### config.mk
export PLATFORM = sky130hd
export DESIGN_NAME = irq_wake_ctl
export DESIGN_NICKNAME = d
export VERILOG_FILES = /design/src/rtl/irq_wake_pkg.sv /design/src/rtl/wake_cfg_reg.sv /design/src/rtl/wake_cmp.sv /design/src/rtl/lvl7_router.sv /design/src/rtl/irq_wake_ctl.sv
export SDC_FILE = /design/constraint.sdc
export NUM_CORES = 1
export LEC_CHECK = 0
export ABC_AREA = 1
export BUFFER_PORTS_ARGS = -buffer_cell sky130_fd_sc_hd__buf_4
export CAP_MARGIN = 15
export CORE_AREA = 5 5 42 44
export DETAILED_ROUTE_END_ITERATION = 7
export DIE_AREA = 0 0 47 49
export PLACE_DENSITY = 0.67
export SYNTH_ARGS = -nofsm -noshare
export SYNTH_HDL_FRONTEND = slang
export SYNTH_SLANG_ARGS = --single-unit
### constraint.sdc
create_clock -name clk -period 1.35 [get_ports clk]
set_input_delay 0.135 -clock clk [delete_from_list [all_inputs] [get_ports clk]]
set_output_delay 0.135 -clock clk [all_outputs]
set_load 0.05 [all_outputs]
### src/rtl/irq_wake_pkg.sv
// Package irq_wake_pkg
// Shared widths, register bit positions and the routing choice type for the
// interrupt wake threshold controller. Assumes an 8-bit register with a
// three-bit priority level field.
package irq_wake_pkg;

    localparam int LVL_W    = 3;
    localparam int REG_W    = 8;
    localparam int THR_LSB  = 0;
    localparam int FAST_BIT = 3;
    localparam int DMA_BIT  = 5;
    localparam logic [LVL_W-1:0] LVL_TOP = {LVL_W{1'b1}};

    // Held register content (implemented bits only).
    typedef struct packed {
        logic             dma_en;
        logic             fast_en;
        logic [LVL_W-1:0] thr;
    } wake_cfg_t;

    // Destination for a top-level request.
    typedef enum logic [1:0] {
        RT_NORMAL = 2'd0,
        RT_FAST   = 2'd1,
        RT_DMA    = 2'd2
    } route_t;

endpackage

### src/rtl/wake_cfg_reg.sv
// Module wake_cfg_reg
// Holds the wake threshold, the fast-interrupt enable and the sticky
// DMA-routing enable. Assumes one write per cycle on cfg_we. The DMA enable
// can only be set while fast is off, and fast can only be set while DMA is
// off and not being set by the same write. Unimplemented bits read 0.
module wake_cfg_reg
    import irq_wake_pkg::*;
(
    input  logic             clk,
    input  logic             rst_n,
    input  logic             cfg_we,
    input  logic [REG_W-1:0] cfg_wdata,
    output logic [REG_W-1:0] cfg_rdata,
    output wake_cfg_t        cfg
);

    wake_cfg_t  cfg_q;
    wake_cfg_t  cfg_d;
    logic       dma_set;
    logic       dma_next;
    logic       unused_wbits;

    // Bits of the write bus that have no storage behind them.
    assign unused_wbits = ^{cfg_wdata[7:6], cfg_wdata[4]};

    // Next register value under the exclusion and stickiness rules.
    always_comb begin
        dma_set  = cfg_wdata[DMA_BIT] && !cfg_q.fast_en;
        dma_next = cfg_q.dma_en || dma_set;
        cfg_d    = cfg_q;
        if (cfg_we) begin
            cfg_d.thr     = cfg_wdata[THR_LSB +: LVL_W];
            cfg_d.dma_en  = dma_next;
            cfg_d.fast_en = cfg_wdata[FAST_BIT] && !dma_next;
        end
    end

    // Register state with synchronous active-low reset.
    always_ff @(posedge clk) begin
        if (!rst_n) begin
            cfg_q <= '0;
        end else begin
            cfg_q <= cfg_d;
        end
    end

    // Read-back assembly, unimplemented positions forced low.
    always_comb begin
        cfg_rdata                        = '0;
        cfg_rdata[THR_LSB +: LVL_W]      = cfg_q.thr;
        cfg_rdata[FAST_BIT]              = cfg_q.fast_en;
        cfg_rdata[DMA_BIT]               = cfg_q.dma_en;
    end

    assign cfg = cfg_q;

    AST_DMA_STICKY: assert property (@(posedge clk) disable iff (!rst_n)
        cfg_q.dma_en |=> cfg_q.dma_en);

    AST_MODES_EXCL: assert property (@(posedge clk) disable iff (!rst_n)
        cfg_we |=> !(cfg_q.dma_en && cfg_q.fast_en));

    AST_DMA_BLOCKED: assert property (@(posedge clk) disable iff (!rst_n)
        (cfg_we && cfg_q.fast_en && !cfg_q.dma_en) |=> !cfg_q.dma_en);

    AST_THR_LOAD: assert property (@(posedge clk) disable iff (!rst_n)
        cfg_we |=> (cfg_rdata[THR_LSB +: LVL_W] == $past(cfg_wdata[THR_LSB +: LVL_W])));

endmodule

### src/rtl/wake_cmp.sv
// Module wake_cmp
// Registered strict greater-than comparison of the pending request level
// against the programmed threshold. Assumes req_level is only meaningful
// while req_valid is high.
module wake_cmp
    import irq_wake_pkg::*;
(
    input  logic             clk,
    input  logic             rst_n,
    input  logic             req_valid,
    input  logic [LVL_W-1:0] req_level,
    input  logic [LVL_W-1:0] thr,
    output logic             wake
);

    logic above;

    // Strictly above the threshold; an equal level does not qualify.
    always_comb begin
        above = req_valid && (req_level > thr);
    end

    // Wake flag updated one clock after the request is sampled.
    always_ff @(posedge clk) begin
        if (!rst_n) begin
            wake <= 1'b0;
        end else begin
            wake <= above;
        end
    end

    AST_WAKE_HIGH: assert property (@(posedge clk) disable iff (!rst_n)
        (req_valid && req_level > thr) |=> wake);

    AST_WAKE_LOW: assert property (@(posedge clk) disable iff (!rst_n)
        (!req_valid || req_level <= thr) |=> !wake);

endmodule

### src/rtl/lvl7_router.sv
// Module lvl7_router
// Detects the arrival of a valid top-level request and emits a one-cycle
// pulse on the destination chosen by the mode bits. Assumes the mode bits
// are mutually exclusive (guaranteed by the register).
module lvl7_router
    import irq_wake_pkg::*;
(
    input  logic             clk,
    input  logic             rst_n,
    input  logic             req_valid,
    input  logic [LVL_W-1:0] req_level,
    input  logic             fast_en,
    input  logic             dma_en,
    output logic             rt_normal,
    output logic             rt_fast,
    output logic             rt_dma
);

    logic   top_now;
    logic   top_seen;
    logic   top_new;
    route_t dest;

    // A top-level request that was not present on the previous cycle.
    always_comb begin
        top_now = req_valid && (req_level == LVL_TOP);
        top_new = top_now && !top_seen;
    end

    // Destination choice, DMA routing taking precedence.
    always_comb begin
        if (dma_en) begin
            dest = RT_DMA;
        end else if (fast_en) begin
            dest = RT_FAST;
        end else begin
            dest = RT_NORMAL;
        end
    end

    // Remember whether a top-level request was present last cycle.
    always_ff @(posedge clk) begin
        if (!rst_n) begin
            top_seen <= 1'b0;
        end else begin
            top_seen <= top_now;
        end
    end

    // Registered one-cycle routing pulses.
    always_ff @(posedge clk) begin
        if (!rst_n) begin
            rt_normal <= 1'b0;
            rt_fast   <= 1'b0;
            rt_dma    <= 1'b0;
        end else begin
            rt_normal <= top_new && (dest == RT_NORMAL);
            rt_fast   <= top_new && (dest == RT_FAST);
            rt_dma    <= top_new && (dest == RT_DMA);
        end
    end

    AST_ROUTE_ONEHOT: assert property (@(posedge clk) disable iff (!rst_n)
        top_new |=> ($countones({rt_normal, rt_fast, rt_dma}) == 1));

    AST_ROUTE_QUIET: assert property (@(posedge clk) disable iff (!rst_n)
        !top_now |=> !(rt_normal || rt_fast || rt_dma));

    AST_ROUTE_DMA: assert property (@(posedge clk) disable iff (!rst_n)
        (top_new && dma_en) |=> rt_dma);

    AST_ROUTE_FAST: assert property (@(posedge clk) disable iff (!rst_n)
        (top_new && fast_en && !dma_en) |=> rt_fast);

    AST_ROUTE_NORMAL: assert property (@(posedge clk) disable iff (!rst_n)
        (top_new && !fast_en && !dma_en) |=> rt_normal);

endmodule

### src/rtl/irq_wake_ctl.sv
// Module irq_wake_ctl
// Top of the interrupt wake threshold controller: configuration register,
// registered wake comparison and level-7 routing. Assumes the request
// inputs come from an upstream arbiter and are synchronous to clk.
module irq_wake_ctl
    import irq_wake_pkg::*;
(
    input  logic             clk,
    input  logic             rst_n,
    input  logic             cfg_we,
    input  logic [REG_W-1:0] cfg_wdata,
    output logic [REG_W-1:0] cfg_rdata,
    input  logic             req_valid,
    input  logic [LVL_W-1:0] req_level,
    output logic             wake,
    output logic             rt_normal,
    output logic             rt_fast,
    output logic             rt_dma
);

    wake_cfg_t cfg;

    wake_cfg_reg u_reg (
        .clk       (clk),
        .rst_n     (rst_n),
        .cfg_we    (cfg_we),
        .cfg_wdata (cfg_wdata),
        .cfg_rdata (cfg_rdata),
        .cfg       (cfg)
    );

    wake_cmp u_cmp (
        .clk       (clk),
        .rst_n     (rst_n),
        .req_valid (req_valid),
        .req_level (req_level),
        .thr       (cfg.thr),
        .wake      (wake)
    );

    lvl7_router u_route (
        .clk       (clk),
        .rst_n     (rst_n),
        .req_valid (req_valid),
        .req_level (req_level),
        .fast_en   (cfg.fast_en),
        .dma_en    (cfg.dma_en),
        .rt_normal (rt_normal),
        .rt_fast   (rt_fast),
        .rt_dma    (rt_dma)
    );

    AST_NO_WAKE_IN_RESET: assert property (@(posedge clk)
        !rst_n |=> (!wake && !rt_normal && !rt_fast && !rt_dma));

endmodule

**Word level (Yosys, flattened, before mapping)**

Index checks and enable logic that the tools add are counted.

- Output and inout bits: 12
- Bits in registers: 10

- Order comparisons: 1
- Muxes and demuxes: 2
- Equality and inequality tests: 3
- Reductions and logical operators: 13

Operator list:

| cell | number |
|---|---|
| 1-bit logical AND | 8 |
| 3-bit equality test, second input constant | 1 |
| 3-bit greater-than comparator | 1 |
| 1-bit zero test | 3 |
| 2-bit by 1-bit equality test with 1-bit output, second input constant | 1 |
| 2-bit equality test, second input constant | 1 |
| 2-bit zero test | 1 |
| 2-bit 2-to-1 mux | 1 |
| 1-bit logical OR | 1 |
| 1-bit 2-to-1 mux | 1 |

**Longest topological paths before layout**

Gate-level depths: netlist of the first run.

- Depth after elaboration: 5
- Gate-level depth with buffers: 6
- Depth with buffers taken out: 6

**Modules after synthesis**

Synthesis of the first run repeated with hierarchy kept, for this count alone.

- Cell total of the unflattened synthesis: 70
- Area, all modules: 505.5 um^2

Modules (own cells, without submodules):

| module | instances | cells each | area an instance (um^2) |
|---|---|---|---|
| wake_cfg_reg | 1 | 34 | 249.0 |
| lvl7_router | 1 | 18 | 142.6 |
| wake_cmp | 1 | 18 | 113.9 |

**Worst setup path before layout of the first run**

No wires, ideal clock.

- Kind: register to register
- From: reg u_reg.cfg_q, in the netlist u_reg.cfg[2]
- To: reg u_cmp.wake
- Cell stages (with the launch flop): 7
- Slack: -0.022 ns
- Data required time: 1.239 ns
- Arrival: 1.261 ns
- Clock period less this slack: 1.372 ns
- Cell sequence: dfxtp_1 -> inv_1 -> ha_1 -> nand2_1 -> nand2_1 -> nor2_1 -> nor2_1

- Longest elaborated chain between the ends: 2

RTL lines:

| item | RTL line | text |
|---|---|---|
| start: declaration | wake_cfg_reg.sv:17 | `wake_cfg_t cfg_q;` |
| start signal: assignment | wake_cfg_reg.sv:43 | `cfg_q <= cfg_d;` |
| 3-bit greater-than comparator | wake_cmp.sv:20 | `above = req_valid && (req_level > thr);` |
| 1-bit logical AND | wake_cmp.sv:20 |  |
| end signal: assignment | wake_cmp.sv:28 | `wake <= above;` |
| end: declaration | wake_cmp.sv:13 | `output logic wake` |

No other way between the ends.
A chain may end at the register's enable or synchronous reset.

**Worst setup path in the final report of the first run**

Same ends and word-level chain as after synthesis.

==> results of run 1 <==
==> layer usage <==
layer | global-route usage | vias up | wire length, um
li1 | - | 232 | -
met4 | 0.0691 | 0 | 11
met5 | 0 | - | 0
met2 | 0.138 | 11 | 447
met3 | 0.0332 | 2 | 82
met1 | 0.0969 | 184 | 388
==> cells by family after synthesis <==
logic type | Yosys count
simple gates | 32
buf+inv | 16
flops | 10
compound gates | 4
fa+ha+maj | 3
other cells | 1
==> cells in the mapped netlist (all sizes together) <==
cell   number
nand4       1
ha          3
nand3       3
nor2       14
nand2      13
inv        10
conb        1
o21ai       3
dfxtp      10
buf         6
a21oi       1
nor3b       1
==> path summary, 6_finish.rpt <==
check / cells after the start / slack, ns / startpoint / end
max: 6 / 0.30 / u_reg.cfg[2] / u_cmp.wake
min: 3 / 0.1 / cfg_wdata[0] / u_reg.cfg[0]
max reg2reg: 6 / 0.30 / u_reg.cfg[2] / u_cmp.wake
min reg2reg: 2 / 0.49 / u_reg.cfg[3] / u_route.rt_fast
==> per-stage QoR <==
stage | std cells | hold WS, ns
floorplan | 68 | 0.270
global placement | 98 | 0.370
detailed placement | 98 | 0.369
CTS | 102 | 0.0921
global route | 102 | 0.0903
finish | 102 | 0.0980
==> state kept, by name, summed over array words and instances, names as in the netlist <==
register and count:
u_route.rt_normal 1, u_route.rt_dma 1, u_cmp.wake 1, u_route.rt_fast 1, u_route.top_seen 1, u_reg.cfg 5
==> critical path: cells and delay by family, from the launching register on <==
family / cells / cell delay [ns]
DFF: 1 / 0.34
adders and majority gates: 1 / 0.31
and+or+nand+nor: 4 / 0.25
buffers and inverters: 1 / 0.04
==> power breakdown <==
group          internal [W]  total, W  switching (W)
combinational     0.0000593  0.000172       0.000112
clock              0.000163  0.000266       0.000102
sequential         0.000309  0.000318     0.00000872
total              0.000532  0.000755       0.000223
==> area by class of cell <==
type                       count  area (sq um)  area share
clock buffer                   4          36.3      0.0563
timing repair buffer          20           150       0.233
multi-input combinational     42           199       0.309
sequential                    10           201       0.313
inverter                      10          37.5      0.0583
tap                           16          20.0      0.0311
==> run_results.csv, run 1 <==
group,metric,value,unit
run_status,status,"finished clean",
sta,hold_viol,0,
synthesis,yosysWarnings,0,
sta,period_needed,1.05,ns
sta,grt_setup_unrepaired,"no",
synthesis,synth.top_cells.by_area,"dfxtp_1, nor2_1, nand2_1, buf_4, ha_1",
synthesis,synth_seq_cells,10,
cts,cts_setup_buffers,0,
placement,post-place-ws,0.304,ns
synthesis,synth_top_area_share,0.419,
cts,path_clk_slew,0.07,ns
grt,antenna_found_initial,0,
floorplanning,coreArea,1400,sq um
layout,antenna_cells,0,
layout,post-route-util,0.460,
run,maxCapViolCount,0,
layout,layout-drive-gt1-share,0.291,
critical_path,start_kind,"register",
floorplanning,num_rows,14,
floorplanning,chipHeight,49,um
cts,cts_max_path_buffers,2,
synthesis,syn_avg_cell_area,7.24,sq um
critical_path,required,1.51,ns
placement,numPortBuffers,20,
cts,cts.sinks,10,
synthesis,synth_top_family_by_area,"simple AND/OR/NAND/NOR gates",
drt,firstDrtPassIters,3,
cts,cts_buffers,3,
critical_path,worstSetupEndpointType,"register",
synthesis,synth_compound_area_frac,0.0419,
drt,viasPerCell,4.21,
power_and_ir_drop,peakVddDrop,0.355,mV
sta,finalMaxSlewViolations,0,
drt,drc,0,
synthesis,synth_fa_ha_area_frac,0.0785,
floorplanning,dieArea,2300,sq um
layout,layout_commonest_cell,"buf_4",
cts,htree_levels,1,
grt,track_usage,0.0909,
sta,tns,0,ns
layout,area_delta_synth_final,34.8,%
floorplanning,fp.dieW,47,um
cts,tritoncts,"yes",
cts,post_cts_resized,0,
grt,grt_max_degree,11,
cts,insertion_delay,0.26,ns
critical_path,crit_slowest_cell,"dfxtp_2",
synthesis,synth-xor-area-share,0,
sta,finalCritPeriodShare,0.777,
cts,cts_hold_buf,0,
critical_path,crit_path_max_incr_delay,0.34,ns
drt,vias,429,
drt,ant_nets,0,
power_and_ir_drop,p_leak,0.345,nW
synthesis,synthCells,66,
critical_path,crit_path_max_fanout,3,
grt,grt-ovfl-total,0,
placement,gp_congestion,0.736,
synthesis,ys_types,13,
placement,dp_hpwl,764,um
critical_path,worstPathCellList,"inv_1 -> ha_1 -> nand2_1 -> nand2_1 -> nor2_1 -> nor2_1",
cts,cts-root-buf,"clkbuf_4",
drt,wl,929,um
sta,skew,0.00250,ns
grt,grt_pass1_wl,1.50,mm
sta,finalSetupViolations,0,
sta,fin_ws,0.301,ns
drt,drt_first_iter_violations,6,
floorplanning,io_pins,27,
synthesis,synth-simple-area-share,0.272,
worst_hold_path,worstHoldPathType,"input port to register",
sta,max_freq,953,MHz
layout,mostFrequentLayoutCells,"buf_4, nor2_1, nand2_1, inv_1, dfxtp_1",
placement,dpl_cell_area,608,sq um
layout,final_area,644,sq um
critical_path,critPathArrivalTime,1.21,ns
critical_path,crit_type,"register to register",
synthesis,synthMuxAreaShare,0,
layout,fin_nets,105,
power_and_ir_drop,fin_total_pwr,0.000755,W
synthesis,syn_area,478,sq um
power_and_ir_drop,power.density,1170,nW/um^2
layout,fillerInstances,149,
grt,grt_pass1_vias,395,
floorplanning,start_util,0.341,
synthesis,synth_top_cell_by_area,"dfxtp_1",
drt,post_drt_wl_per_cell,9.11,um
synthesis,ys_seq_area_frac,0.419,
No activity file was read; power rests on OpenSTA's default activity.
==> inputs of run 2 (changes only) <==
--- a/config.mk
+++ b/config.mk
@@ -5,13 +5,13 @@
 export SDC_FILE = /design/constraint.sdc
 export NUM_CORES = 1
 export LEC_CHECK = 0
-export ABC_AREA = 1
+export ABC_AREA = 0
 export BUFFER_PORTS_ARGS = -buffer_cell sky130_fd_sc_hd__buf_4
 export CAP_MARGIN = 15
 export CORE_AREA = 5 5 42 44
 export DETAILED_ROUTE_END_ITERATION = 7
 export DIE_AREA = 0 0 47 49
-export PLACE_DENSITY = 0.67
+export PLACE_DENSITY = 0.65
 export SYNTH_ARGS = -nofsm -noshare
 export SYNTH_HDL_FRONTEND = slang
 export SYNTH_SLANG_ARGS = --single-unit
==> constraint.sdc (replaced) <==
create_clock -name clk -period 1 [get_ports clk]
set_input_delay 0.1 -clock clk [delete_from_list [all_inputs] [get_ports clk]]
set_output_delay 0.1 -clock clk [all_outputs]
set_load 0.05 [all_outputs]
==> run 2 against run 1 <==
Compared with the run above:
- the flow now finishes with violations (negative setup slack)
- sequential cell count unchanged
- power up 35%
- global-route usage down 0.20 points
- maximum frequency down 3.9%
- sequential power up 35%
- setup slack worse by 0.39 ns
- critical path depth down 1
- area after synthesis down 5.0%
==> run_results.csv, run 2 <==
group,metric,value,unit
floorplanning,chipHeight,49,um
placement,dp.cells,83,
floorplanning,io_pins,27,
grt,grt_max_degree,8,
run_status,violations,"negative setup slack",
cts,cts-root-buf,"clkbuf_4",
worst_hold_path,holdPathEnd,"u_reg.cfg[0]",
run_status,status,"finished with violations",
drt,viasPerCell,4.39,
drt,drc,0,
drt,post_drt_wl_per_cell,9.97,um
run,maxCapViolCount,0,
synthesis,synth_top_area_share,0.441,
worst_hold_path,holdPathStages,3,
critical_path,regToRegStartpoint,"u_reg.cfg[1]",
synthesis,synth_seq_cells,10,
critical_path,required,1.16,ns
sta,tns,-0.0918,ns
synthesis,ys_types,18,
synthesis,syn_avg_cell_area,9.46,sq um
placement,numPortBuffers,20,
synthesis,yosysWarnings,0,
critical_path,worstSetupEndpointType,"register",
critical_path,critPathArrivalTime,1.25,ns
synthesis,synth.most_common_cell,"dfxtp_1",
floorplanning,start_util,0.324,
cts,htree_levels,1,
power_and_ir_drop,peakVddDrop,0.945,mV
grt,track_usage,0.0889,
critical_path,r2r-end,"u_cmp.wake",
placement,gp_congestion,0.682,
grt,grt_pass1_wl,1.41,mm
worst_hold_path,worstHoldPathType,"input port to register",
power_and_ir_drop,power.switching,0.000285,W
layout,layout-drive-gt1-share,0.493,
drt,firstDrtPassIters,4,
sta,finalSetupViolations,1,
sta,period_needed,1.09,ns
layout,largest_reg_flops,5,
worst_hold_path,min_from,"cfg_wdata[0]",
drt,wl,867,um
power_and_ir_drop,p_leak,0.342,nW
cts,path_clk_slew,0.06,ns
layout,layout_commonest_cell,"buf_4",
power_and_ir_drop,power_frac_seq,0.420,
synthesis,postSynth.asyncResetShare,0,
layout,mostFrequentLayoutCells,"buf_4, inv_1, dfxtp_1, nor2b_1",
floorplanning,num_rows,14,
sta,max_freq,916,MHz
floorplanning,coreArea,1400,sq um
critical_path,start_kind,"register",
synthesis,synthFlopType,"dfxtp_1",
power_and_ir_drop,p_comb_frac,0.227,
sta,hold_ws,0.0862,ns
placement,dp_hpwl,718,um
synthesis,synth_edf_count,0,
synthesis,synth.top_cells.by_area,"dfxtp_1, buf_4, ha_1, nor2b_1, mux2i_1",
synthesis,synthCells,48,
floorplanning,fp.dieW,47,um
layout,fillerInstances,137,
synthesis,synth_top_cell_by_area,"dfxtp_1",
sta,hold_viol,0,
critical_path,r2r_cells,5,
drt,vias,382,
power_and_ir_drop,switching_share,0.279,
power_and_ir_drop,fin_total_pwr,0.00102,W
cts,cts_buffers,3,
sta,finalCritPeriodShare,1.09,
grt,grt-ovfl-total,0,
power_and_ir_drop,p_clk_frac,0.354,
critical_path,crit_path_max_fanout,2,
critical_path,crit_type,"register to register",
sta,fin_ws,-0.0918,ns
grt,grt_pass1_vias,356,
power_and_ir_drop,power.density,1480,nW/um^2
cts,insertion_delay,0.26,ns
synthesis,synth_commonest_cells,"dfxtp_1, inv_1, buf_4, nor2b_1",
sta,finalMaxSlewViolations,0,
layout,fin_nets,90,
synthesis,syn_area,454,sq um
sta,skew,0.000260,ns
critical_path,r2r_slack,-0.09,ns
cts,cts.sinks,10,
layout,antenna_cells,0,
drt,ant_nets,0,
cts,cts_setup_buffers,0,
cts,cts_max_path_buffers,2,
synthesis,ys_seq_area_frac,0.441,
sta,grt_setup_unrepaired,"yes",
layout,area_delta_synth_final,52.1,%
floorplanning,dieArea,2300,sq um
grt,antenna_found_initial,0,
cts,tritoncts,"yes",
drt,drt_first_iter_violations,12,
power_and_ir_drop,intPower,0.000736,W
layout,fin_cells,87,
-- run 2: worst max-delay path: stages, from the launching register on --
cell,delay (ns)
dfxtp_4,0.34
inv_2,0.05
ha_4,0.18
nor2b_1,0.12
o311ai_1,0.22
nor2_1,0.06
-- run 2: layer usage --
layer	GRT usage	routed length, um	vias up
li1	-	-	196
met1	0.0841	328	168
met2	0.131	421	18
met3	0.0664	117	0
met4	0.0553	0	0
met5	0	0	-
-- run 2: final cells by class --
type	count	area, sq um	share of cell area
multi-input cells	27	205	0.297
inverters	7	26.3	0.0380
well taps	16	20.0	0.0290
flip-flops and latches	10	208	0.301
repair buffers	23	195	0.283
clock buffers	4	36.3	0.0525
-- run 2: timing repair --
item                                    CTS  global route
endpoints found under the setup margin    4             4
pin swaps                                 1             0
hold buffers                              0             0
resized for setup                         3             4
-- run 2: power by group through the flow --
stage	clock network (W)	logic, W	registers [W]
after floorplan	0	0.000116	0.000474
after global placement	0	0.000220	0.000436
after detailed placement	0	0.000222	0.000436
after CTS	0.000381	0.000228	0.000428
after global routing	0.000402	0.000250	0.000430
final	0.000361	0.000232	0.000428
-- run 2: how the worst max path moves through the flow --
stage	to	start	slack (ns)	depth (start not counted)
after floorplan	u_cmp.wake	u_reg.cfg[1]	-0.23	5
after global placement	u_cmp.wake	u_reg.cfg[1]	-0.12	5
after detailed placement	u_cmp.wake	u_reg.cfg[1]	-0.13	5
after CTS	u_cmp.wake	u_reg.cfg[1]	-0.10	5
after global routing	u_cmp.wake	u_reg.cfg[1]	-0.14	5
final	u_cmp.wake	u_reg.cfg[1]	-0.09	5
-- run 2: logic make-up (layout without fill, tap and decap cells) --
logic type	after synthesis	count (layout)	share of synthesized area
other cells	1	3	0.00826
flops	10	10	0.441
simple gates	13	13	0.185
mux	3	3	0.0661
fa+ha+maj	3	3	0.0827
compound gates	5	5	0.0661
buf+inv	13	34	0.152
-- run 2: stage by stage --
step	utilization	cell area, sq um	setup WS, ns
after floorplan	-	480	-0.232
after global placement	0.450	631	-0.123
after detailed placement	0.450	631	-0.128
after CTS	0.484	678	-0.100
after global routing	0.493	691	-0.139
final	0.493	691	-0.0918
==> inputs of run 3 (changes only) <==
--- a/config.mk
+++ b/config.mk
@@ -9,6 +9,7 @@
 export BUFFER_PORTS_ARGS = -buffer_cell sky130_fd_sc_hd__buf_4
 export CAP_MARGIN = 15
 export CORE_AREA = 5 5 42 44
+export CTS_BUF_LIST = sky130_fd_sc_hd__clkbuf_8
 export DETAILED_ROUTE_END_ITERATION = 7
 export DIE_AREA = 0 0 47 49
 export PLACE_DENSITY = 0.65
==> run 3 against run 2 <==
Compared with the run above:
- the flow still finishes with violations (negative setup slack)
- power increased by 13%
- register-to-register slack about the same
- global-route usage rose by 0.57 points
- final area grew 0.36%
- first-iteration DRC count stayed put
- largest cell class unchanged
- highest routed layer is now met4
==> run_results.csv, run 3 (synthesis gave the netlist of run 2 again) <==
group,metric,value,unit
critical_path,cp-startpoint,"u_reg.cfg[1]",
layout,antenna_cells,0,
floorplanning,coreArea,1400,sq um
critical_path,crit_slowest_cell,"dfxtp_4",
critical_path,worstPathCellList,"inv_2 -> ha_4 -> nor2b_1 -> o311ai_1 -> nor2_1",
worst_hold_path,min_from,"req_level[0]",
layout,mostFrequentLayoutCells,"buf_4, dfxtp_1, inv_1, nor2b_1, clkbuf_8",
cts,cts-root-buf,"clkbuf_8",
layout,largest_reg_flops,5,
critical_path,crit_path_max_fanout,2,
cts,cts_max_path_buffers,2,
run_status,violations,"negative setup slack",
power_and_ir_drop,peakVddDrop,1.01,mV
critical_path,worst-path-buf-inv,1,
critical_path,crit_path_max_incr_delay,0.33,ns
grt,track_usage,0.0946,
sta,skew,0.000372,ns
critical_path,start_kind,"register",
cts,insertion_delay,0.23,ns
grt,grt_max_degree,8,
run,maxCapViolCount,0,
critical_path,crit_type,"register to register",
layout,layout-drive-gt1-share,0.479,
placement,dp_hpwl,718,um
sta,period_needed,1.09,ns
critical_path,worstSetupEndpointType,"register",
sta,finalMaxSlewViolations,0,
worst_hold_path,worstHoldPathType,"input port to register",
layout,fillerInstances,140,
power_and_ir_drop,p_leak,0.346,nW
grt,grt-ovfl-total,0,
critical_path,path_delay_family,"flip-flops",
cts,tritoncts,"yes",
sta,grt_setup_unrepaired,"yes",
grt,grt_pass1_wl,1.42,mm
critical_path,required,1.12,ns
power_and_ir_drop,power.density,1660,nW/um^2
sta,tns,-0.0870,ns
floorplanning,chipHeight,49,um
sta,finalSetupViolations,1,
floorplanning,fp.dieW,47,um
placement,gp_congestion,0.682,
floorplanning,start_util,0.324,
sta,hold_viol,0,
critical_path,critPathArrivalTime,1.21,ns
drt,drt_first_iter_violations,12,
sta,max_freq,920,MHz
drt,viasPerCell,4.48,
floorplanning,io_pins,27,
cts,cts_setup_buffers,0,
grt,antenna_found_initial,0,
floorplanning,dieArea,2300,sq um
cts,htree_levels,1,
drt,wl,885,um
run_status,status,"finished with violations",
layout,area_delta_synth_final,52.6,%
drt,ant_nets,0,
critical_path,regToRegStartpoint,"u_reg.cfg[1]",
drt,firstDrtPassIters,3,
layout,layout_commonest_cell,"buf_4",
layout,fin_nets,90,
drt,vias,390,
cts,cts_buffers,3,
sta,hold_ws,0.120,ns
floorplanning,num_rows,14,
drt,drc,0,
placement,numPortBuffers,20,
cts,cts_hold_buf,0,
cts,path_clk_slew,0.05,ns
sta,finalCritPeriodShare,1.09,
grt,grt_pass1_vias,348,
sta,fin_ws,-0.0870,ns
drt,post_drt_wl_per_cell,10.2,um
cts,cts.sinks,10,
==> run 3: timing repair <==
item / CTS / global route
pin swaps: 1 / 0
endpoints found under the setup margin: 1 / 3
gates resized for setup: 0 / 2
==> run 3: cell type report <==
cell class / count / area (sq um) / area share
flip-flops and latches: 10 / 206 / 0.298
clock buffers: 4 / 55.1 / 0.0794
inverters: 7 / 26.3 / 0.0379
repair buffers: 23 / 180 / 0.260
multi-input cells: 27 / 205 / 0.296
well taps: 16 / 20.0 / 0.0289
==> run 3: worst paths after layout <==
kind | slack [ns] | cells past startpoint | to
worst max-delay path | -0.09 | 5 | u_cmp.wake
worst min-delay path | 0.12 | 3 | u_route.top_seen
worst max register to register | -0.09 | 5 | u_cmp.wake
worst min register to register | 0.44 | 1 | u_route.rt_fast
==> run 3: power by group <==
| group | switching [W] | internal [W] | total, W |
|---|---|---|---|
| Sequential | 0.0000119 | 0.000417 | 0.000429 |
| Clock | 0.000151 | 0.000345 | 0.000496 |
| Combinational | 0.000132 | 0.0000923 | 0.000224 |
==> run 3: per-layer routing <==
| metal | track usage | part of all wire | routed length [um] |
|---|---|---|---|
| met1 | 0.0843 | 0.36 | 319 |
| met2 | 0.129 | 0.46 | 406 |
| met3 | 0.0664 | 0.14 | 123 |
| met4 | 0.0968 | 0.041 | 36 |
| met5 | 0 | 0 | 0 |
==> run 3: through the flow <==
stage | total power, W | util | std cells | cell area [sq um] | worst slack [ns]
2_1_floorplan | 0.000590 | - | 50 | 480 | -0.232
3_3_place_gp | 0.000656 | 0.450 | 83 | 631 | -0.123
3_5_place_dp | 0.000658 | 0.450 | 83 | 631 | -0.128
4_1_cts | 0.00117 | 0.489 | 87 | 686 | -0.0932
5_1_grt | 0.00122 | 0.495 | 87 | 693 | -0.134
6_report | 0.00115 | 0.495 | 87 | 693 | -0.0870
==> run 3: worst reg2reg max path: cells and delay by family (launching register included) <==
family,cells,cell delay (ns)
DFF,1,0.33
AOI/OAI and AO/OA,1,0.22
adders and majority gates,1,0.18
and+or+nand+nor,2,0.18
buffers and inverters,1,0.05
